File: src/rtl/daisy_pkg.sv
`timescale 1ns/1ps
// daisy_pkg
// Shared helpers for the priority chain. Assumes vector addresses fit in
// 32 bits before they are truncated to the vector width.
package daisy_pkg;

    // Role a stage plays in the current cycle.
    typedef enum logic [1:0] {
        STG_IDLE  = 2'd0,   // no acknowledge arriving
        STG_PASS  = 2'd1,   // acknowledge forwarded downstream
        STG_CLAIM = 2'd2    // acknowledge captured, vector driven
    } stage_role_e;

    // Vector address assigned to stage idx.
    function automatic int unsigned stage_vector(input int unsigned base,
                                                 input int unsigned stride,
                                                 input int unsigned idx);
        return base + idx * stride;
    endfunction

endpackage

File: src/rtl/daisy_flag.sv
`timescale 1ns/1ps
// daisy_flag
// Set/reset interrupt flag of one device. Clear wins over set. Both are
// sampled only while 'hold' (the acknowledge) is low, so the flag cannot
// move while the processor is reading a vector. Assumes synchronous
// active-low reset.
module daisy_flag (
    input  logic clk,
    input  logic rst_n,
    input  logic hold,
    input  logic set,
    input  logic clr,
    output logic q
);

    // Flag register: reset, frozen under hold, clear before set.
    always_ff @(posedge clk) begin
        if (!rst_n) begin
            q <= 1'b0;
        end else if (!hold) begin
            if (clr) begin
                q <= 1'b0;
            end else if (set) begin
                q <= 1'b1;
            end
        end
    end

endmodule

File: src/rtl/daisy_stage.sv
`timescale 1ns/1ps
// daisy_stage
// One link of the priority chain. It holds its device flag. A pending stage
// absorbs the incoming priority and drives its fixed vector. An idle stage
// forwards the priority unchanged. Assumes the chain is purely
// combinational from the acknowledge to the last link.
module daisy_stage
    import daisy_pkg::*;
#(
    parameter int unsigned     VEC_W = 8,
    parameter logic [VEC_W-1:0] VEC  = '0
) (
    input  logic             clk,
    input  logic             rst_n,
    input  logic             hold,
    input  logic             req,
    input  logic             clr,
    input  logic             pri_in,
    output logic             pending,
    output logic             pri_out,
    output logic             claim,
    output logic [VEC_W-1:0] vec
);

    stage_role_e role;

    daisy_flag u_flag (
        .clk   (clk),
        .rst_n (rst_n),
        .hold  (hold),
        .set   (req),
        .clr   (clr),
        .q     (pending)
    );

    // Decide what this link does with the incoming priority.
    always_comb begin
        if (!pri_in) begin
            role = STG_IDLE;
        end else if (pending) begin
            role = STG_CLAIM;
        end else begin
            role = STG_PASS;
        end
    end

    // Drive the chain output, the claim and the gated vector.
    always_comb begin
        pri_out = (role == STG_PASS);
        claim   = (role == STG_CLAIM);
        vec     = claim ? VEC : '0;
    end

endmodule

File: src/rtl/daisy_vec_merge.sv
`timescale 1ns/1ps
// daisy_vec_merge
// Combines the gated vectors of all stages onto one bus. Assumes at most
// one stage drives a non-zero vector, so an OR is a correct merge.
module daisy_vec_merge #(
    parameter int unsigned N     = 4,
    parameter int unsigned VEC_W = 8
) (
    input  logic [N-1:0][VEC_W-1:0] vecs,
    input  logic [N-1:0]            claims,
    output logic [VEC_W-1:0]        vec,
    output logic                    valid
);

    // OR-reduce the per-stage vectors and claims.
    always_comb begin
        vec   = '0;
        valid = 1'b0;
        for (int i = 0; i < N; i++) begin
            vec   = vec | vecs[i];
            valid = valid | claims[i];
        end
    end

endmodule

File: src/rtl/daisy_chain_arbiter.sv
`timescale 1ns/1ps
// daisy_chain_arbiter
// Top of the priority chain. Stage 0 is nearest the processor and takes
// ack_i directly. Each later stage takes the priority-out of the stage
// before it. Vectors are VEC_BASE + i*VEC_STRIDE, truncated to VEC_W.
// Assumes the caller chooses base and stride so the vectors are distinct.
module daisy_chain_arbiter #(
    parameter int unsigned N_DEV      = 8,
    parameter int unsigned VEC_W      = 8,
    parameter int unsigned VEC_BASE   = 32'h20,
    parameter int unsigned VEC_STRIDE = 2
) (
    input  logic             clk,
    input  logic             rst_n,
    input  logic [N_DEV-1:0] req_i,
    input  logic [N_DEV-1:0] clr_i,
    input  logic             ack_i,
    output logic             int_o,
    output logic             ack_pass_o,
    output logic [VEC_W-1:0] vec_o,
    output logic             vec_valid_o
);

    localparam int unsigned LINKS = N_DEV + 1;

    logic [LINKS-1:0]            link;
    logic [N_DEV-1:0]            pending;
    logic [N_DEV-1:0]            claim;
    logic [N_DEV-1:0][VEC_W-1:0] stage_vec;

    // Feed the acknowledge into the head of the chain.
    assign link[0] = ack_i;

    for (genvar g = 0; g < N_DEV; g++) begin : g_stage
        daisy_stage #(
            .VEC_W (VEC_W),
            .VEC   (VEC_W'(daisy_pkg::stage_vector(VEC_BASE, VEC_STRIDE, g)))
        ) u_stage (
            .clk     (clk),
            .rst_n   (rst_n),
            .hold    (ack_i),
            .req     (req_i[g]),
            .clr     (clr_i[g]),
            .pri_in  (link[g]),
            .pending (pending[g]),
            .pri_out (link[g+1]),
            .claim   (claim[g]),
            .vec     (stage_vec[g])
        );
    end

    daisy_vec_merge #(
        .N     (N_DEV),
        .VEC_W (VEC_W)
    ) u_merge (
        .vecs   (stage_vec),
        .claims (claim),
        .vec    (vec_o),
        .valid  (vec_valid_o)
    );

    // Shared interrupt line and far end of the chain.
    assign int_o      = |pending;
    assign ack_pass_o = link[N_DEV];

endmodule

File: config.mk
export PLATFORM = sky130hd
export DESIGN_NAME = daisy_chain_arbiter
export DESIGN_NICKNAME = d
export VERILOG_FILES = /design/src/rtl/daisy_pkg.sv /design/src/rtl/daisy_flag.sv /design/src/rtl/daisy_stage.sv /design/src/rtl/daisy_vec_merge.sv /design/src/rtl/daisy_chain_arbiter.sv
export SDC_FILE = /design/constraint.sdc
export NUM_CORES = 1
export LEC_CHECK = 0
export BUFFER_PORTS_ARGS = -buffer_cell sky130_fd_sc_hd__buf_2
export CELL_PAD_IN_SITES_DETAIL_PLACEMENT = 2
export CELL_PAD_IN_SITES_GLOBAL_PLACEMENT = 2
export CORE_UTILIZATION = 20
export CTS_BUF_LIST = sky130_fd_sc_hd__clkbuf_4
export CTS_CLUSTER_SIZE = 14
export DETAILED_ROUTE_END_ITERATION = 10
export PLACE_DENSITY = 0.8
export SYNTH_ARGS = -nofsm -noshare
export SYNTH_HDL_FRONTEND = slang
export SYNTH_SLANG_ARGS = --single-unit
File: constraint.sdc
create_clock -name clk -period 1.3 [get_ports clk]
set_input_delay 0.325 -clock clk [delete_from_list [all_inputs] [get_ports clk]]
set_output_delay 0.325 -clock clk [all_outputs]
set_load 0.01 [all_outputs]
After elaboration in Yosys (flattened, before gate mapping) --
Index checks and enable logic that the tools add are counted.
Storage, ports and cells: output and inout bits 11, register bits 8
Operators by class: reductions and logical operators 17, bitwise gates (word level) 15, mux-type cells 40, equality and inequality tests 16
Operator list (number):
- two-way mux 6 bit | 8
- bitwise OR 8 x 6 -> 8 bit | 6
- two-way mux 2 bit | 16
- equality test 2 x 1 -> 1 bit, second input constant | 8
- equality test 2 bit, second input constant | 8
- two-way mux 1 bit | 16
- AND reduction 2 bit | 8
- nonzero test 2 bit | 8
- OR reduction 8 bit | 1
- bitwise OR 1 bit | 7
- bitwise OR 6 bit | 1
- inverter 1 bit | 1

Logic depth before layout (Yosys ltp) --
depth in word-level cells 19, gate-level depth with buffers 4, depth with buffers taken out 3

Modules after synthesis --
From an unflattened synthesis, not the netlist that was laid out.
Second synthesis, totals: cell total of the unflattened synthesis 150, area total of the unflattened synthesis 1133.6 um^2
By module, submodules not included:
- daisy_stage | times used 8, cells an instance 11, sequential area each 0.0 um^2, area each 80.1 um^2
- daisy_flag | times used 8, cells an instance 4, sequential area each 20.0 um^2, area each 41.3 um^2
- daisy_vec_merge | times used 1, cells an instance 27, sequential area each 0.0 um^2, area each 146.4 um^2
- daisy_chain_arbiter | times used 1, cells an instance 3, sequential area each 0.0 um^2, area each 16.3 um^2

Worst setup path after synthesis --
OpenSTA, ideal clock, no wires.
kind register to output, start point reg g_stage[5].u_stage.u_flag.q, end point out vec_o[5], data required time 975 ps, stages on the path, launching flop included 4, slack -73 ps, data arrival time 1048 ps, buffers on the path 1, path through dfxtp_1 > nor4_4 > a31oi_1 > buf_4
Between the ends: longest elaborated chain between the ends 9, elaborated cells on any way between the ends 15, classes of those cells eq/ne: 5; mux: 7; bitwise: 3
RTL lines:
- from (decl) | RTL line daisy_flag.sv:13 | output logic q
- from (signal assigned) | RTL line daisy_flag.sv:19 | q <= 1'b0;
- from (signal assigned) | RTL line daisy_flag.sv:22 | q <= 1'b0;
- from (signal assigned) | RTL line daisy_flag.sv:24 | q <= 1'b1;
- two-way mux 2 bit * | RTL line daisy_stage.sv:40 | end else if (pending) begin
- two-way mux 2 bit * | RTL line daisy_stage.sv:38 | if (!pri_in) begin
- equality test 2 x 1 -> 1 bit | RTL line daisy_stage.sv:49 | pri_out = (role == STG_PASS);
- two-way mux 2 bit | RTL line daisy_stage.sv:38
- equality test 2 x 1 -> 1 bit | RTL line daisy_stage.sv:49
- two-way mux 2 bit | RTL line daisy_stage.sv:38
- equality test 2 bit | RTL line daisy_stage.sv:50 | claim = (role == STG_CLAIM);
- two-way mux 6 bit | RTL line daisy_stage.sv:51 | vec = claim ? VEC : '0;
- bitwise OR 8 x 6 -> 8 bit * | RTL line daisy_vec_merge.sv:20 | vec = vec | vecs[i];
- to (decl) | RTL line daisy_chain_arbiter.sv:20 | output logic [VEC_W-1:0] vec_o,
Mark *: on every way between the ends. The rest lies on a longest branch, timed or not.

Worst setup path after layout --
start point reg g_stage[4].u_stage.u_flag.q, end point out vec_o[5]
Between the ends: longest elaborated chain between the ends 11, elaborated cells on any way between the ends 20, classes of those cells eq/ne: 7; mux: 9; bitwise: 4
RTL lines (RTL line):
- from (decl) | daisy_flag.sv:13
- from (signal assigned) | daisy_flag.sv:19
- from (signal assigned) | daisy_flag.sv:22
- from (signal assigned) | daisy_flag.sv:24
- two-way mux 2 bit * | daisy_stage.sv:40
- two-way mux 2 bit * | daisy_stage.sv:38
- equality test 2 x 1 -> 1 bit | daisy_stage.sv:49
- two-way mux 2 bit | daisy_stage.sv:38
- equality test 2 x 1 -> 1 bit | daisy_stage.sv:49
- two-way mux 2 bit | daisy_stage.sv:38
- equality test 2 x 1 -> 1 bit | daisy_stage.sv:49
- two-way mux 2 bit | daisy_stage.sv:38
- equality test 2 bit | daisy_stage.sv:50
- two-way mux 6 bit | daisy_stage.sv:51
- bitwise OR 8 x 6 -> 8 bit * | daisy_vec_merge.sv:20
Marked as above.

==> flow_summary.ini <==
[cells_and_area]
nNetsFinal = 105
nFillCells = 248
synthToLayoutAreaGrowth_pct = 48.0
reg.largest.list = g_stage.u_stage.u_flag.q (8)
drive_above_1_share_pct = 53.6
multi_input_area_um2 = 241
stdcell_area_um2 = 641
largest_register_ffs = 8
finalNonFillerCells = 111
regArea_um2 = 165
n_antenna_cell = 0
regMostFlops = g_stage.u_stage.u_flag.q

[yosys]
avgSynthCellArea_um2 = 8.02
synth_area_um2 = 433
syn-instance-count = 54
yosys_warnings = 0
yosysSeqAreaShare_pct = 37.0
synth_top_area_cell = dfxtp_1
ys_ff_latch = 8
yosys-top-cells-area = dfxtp_1 37%, a211oi_1 14%, a21oi_1 12%
synth_cell_types = 15
synth_top_area_share_pct = 37.0

[placement]
dp_hpwl_mm = 1.11
placed_cell_area_um2 = 599
dp_cells = 108
numPortBuffers = 25
place_congestion = 0.710

[clock_network]
clkLatencyLatePin_ns = 0.25
cts_setup_buffers = 0
cts-root-buf = clkbuf_4
numCtsBuffers = 3
clkSlewWorstSetupHoldPaths_ns = 0.06
h-tree-depth = 1
hold_buffers = 0
cts_buffer_depth = 2
cts_tree = done
cts_sinks = 8

[worst_setup_path]
critPathKind = reg2out
slowest_delay_ns = 0.38
reg2reg_slack_ns = 0.51
worst_r2r_path_depth = 3
path_max_fanout = 4
crit_path_start_kind = register
cp.depth = 3
crit_buf_inv = 1
required_ns = 0.98
crit_arrival_ns = 1.26
critPathCaptureType = output port
critical-path-top-delay-family = simple AND/OR/NAND/NOR gates
worst_path_max_delay_cell = nor4_4
critical_path.cell_chain = nor4_4, a31oi_2, buf_2

[power_and_ir_drop]
swShare_pct = 30.3
ir_worst_vdd_v = 0.000311
clkPwrFrac_pct = 29.7
power_frac_seq_pct = 43.1
combPwrFrac_pct = 27.2
p_leak_nw = 0.298
p_per_area_nw_per_um2 = 1010
p_switching_mw = 0.196
internal_power_mw = 0.450

[route]
finalWirelength_mm = 1.40
drc = 0
viasPerCell = 4.48
vias = 497
wl_per_cell_um = 12.6
drtIter0Drc = 0
dr.pass1.iters = 1
drtAntennaViolNets = 0

[sta]
hold_viol = 0
setup_tns_ns = -1.66
skew_ns = 0
period_share_pct = 122
finalSetupViolCount = 7
rsz0062_at_grt = yes
final_max_slew_viol_count = 0
finalCriticalPeriod_ns = 1.58
clock.fmax_mhz = 632
setup_slack_ns = -0.282

[global_routing]
grt_pass1_wl_mm = 2.24
grt_antenna_before_repair = 0
first_global_vias = 520
grt_start_max_net_pins = 11
grt.overflow.total = 0
track_usage_pct = 12.8

[floorplanning]
initial_core_util_pct = 21.6
die_x_um = 48.5
die_h_um = 48.5
io-pin-count = 30
core-area_um2 = 2000
die_area_um2 = 2350
std_cell_rows = 16

[status]
status = finished, violations left
violations = setup timing

[min_path]
hold_path_class = in2reg
hold_depth = 2

[flow_run]
cap_violations = 0
[synth_stat cells]
master,count
buf_6,1
inv_1,2
nand2_1,2
o21ai_0,3
a211oi_1,8
conb_1,1
a21oi_1,10
dfxtp_1,8
nor4_4,1
nand3_1,2
buf_4,5
a31oi_1,1
nor2_1,6
inv_2,2
nor2b_1,2
[power groups by stage]
| stage | clock network [mW] | registers (mW) | logic (mW) |
|---|---|---|---|
| global placement | 0 | 0.279 | 0.163 |
| finish | 0.192 | 0.278 | 0.176 |
| floorplan | 0 | 0.278 | 0.106 |
| CTS | 0.200 | 0.275 | 0.174 |
| global route | 0.218 | 0.280 | 0.196 |
| detailed placement | 0 | 0.280 | 0.172 |
[cell type report]
| cell class | count | share of cell area, % |
|---|---|---|
| multi-input combinational | 39 | 37.7 |
| sequential | 8 | 25.8 |
| timing repair buffer | 30 | 25.4 |
| tap | 27 | 5.27 |
| clock buffer | 3 | 3.52 |
| inverter | 4 | 2.34 |
[cell usage in the layout (no fill, tap or decap), types with 2 or more instances in the layout]
cell type	instances
a211oi_1	8
a21oi_1	10
buf_2	25
buf_4	5
clkbuf_4	3
conb_1	4
dfxtp_1	4
dfxtp_2	4
inv_1	2
inv_2	2
nand2_1	2
nand3_1	2
nor2_1	3
nor2_2	2
o21ai_1	2
[path summary, 6_finish.rpt]
path / from / end
worst max-delay path: g_stage[4].u_stage.u_flag.q / vec_o[5]
worst min-delay path: clr_i[3] / g_stage[3].u_stage.u_flag.q
worst max register to register: g_stage[4].u_stage.u_flag.q / g_stage[4].u_stage.u_flag.q
worst min register to register: g_stage[0].u_stage.u_flag.q / g_stage[0].u_stage.u_flag.q
[metrics by stage]
stage	total power [mW]	hold slack [ns]	utilization, %	worst slack [ns]
after floorplan	0.384	0.418	-	-0.0458
after global placement	0.442	0.510	29.9	0.00849
final	0.646	0.246	32.0	-0.282
after CTS	0.650	0.245	31.2	-0.311
after global routing	0.694	0.233	32.0	-0.378
after detailed placement	0.451	0.517	29.9	-0.0418
[repair_timing]
| action | CTS | global route |
|---|---|---|
| resized for setup | 2 | 8 |
| setup endpoints to repair | 7 | 7 |
| endpoints found under the hold margin | 0 | 0 |
| pin swaps | 4 | 0 |
[worst reg2reg max path, delay by kind of cell, from the launching register on]
family	cells	cell delay, ns
flip-flops	1	0.33
AO/OA/AOI/OAI	2	0.20
buffers and inverters	1	0.14
[metal layers]
layer  track usage (%)  vias to the layer above  share of wire (%)
li1                  -                      245                  -
met1              13.5                      232                 41
met2              21.4                       18                 52
met3              2.52                        2                5.1
met4              11.8                        0                1.9
met5                 0                        -                  0
[cells by family (layout without fill, tap and decap cells)]
| kind of cell | count (synthesis) | in the layout | synth area share, % |
|---|---|---|---|
| AO/OA/AOI/OAI | 22 | 22 | 30.3 |
| buffers and inverters | 10 | 37 | 14.7 |
| flip-flops | 8 | 8 | 37.0 |
| other | 1 | 4 | 0.866 |
| AND/OR/NAND/NOR | 13 | 13 | 17.1 |
No activity file was read; power rests on OpenSTA's default activity.
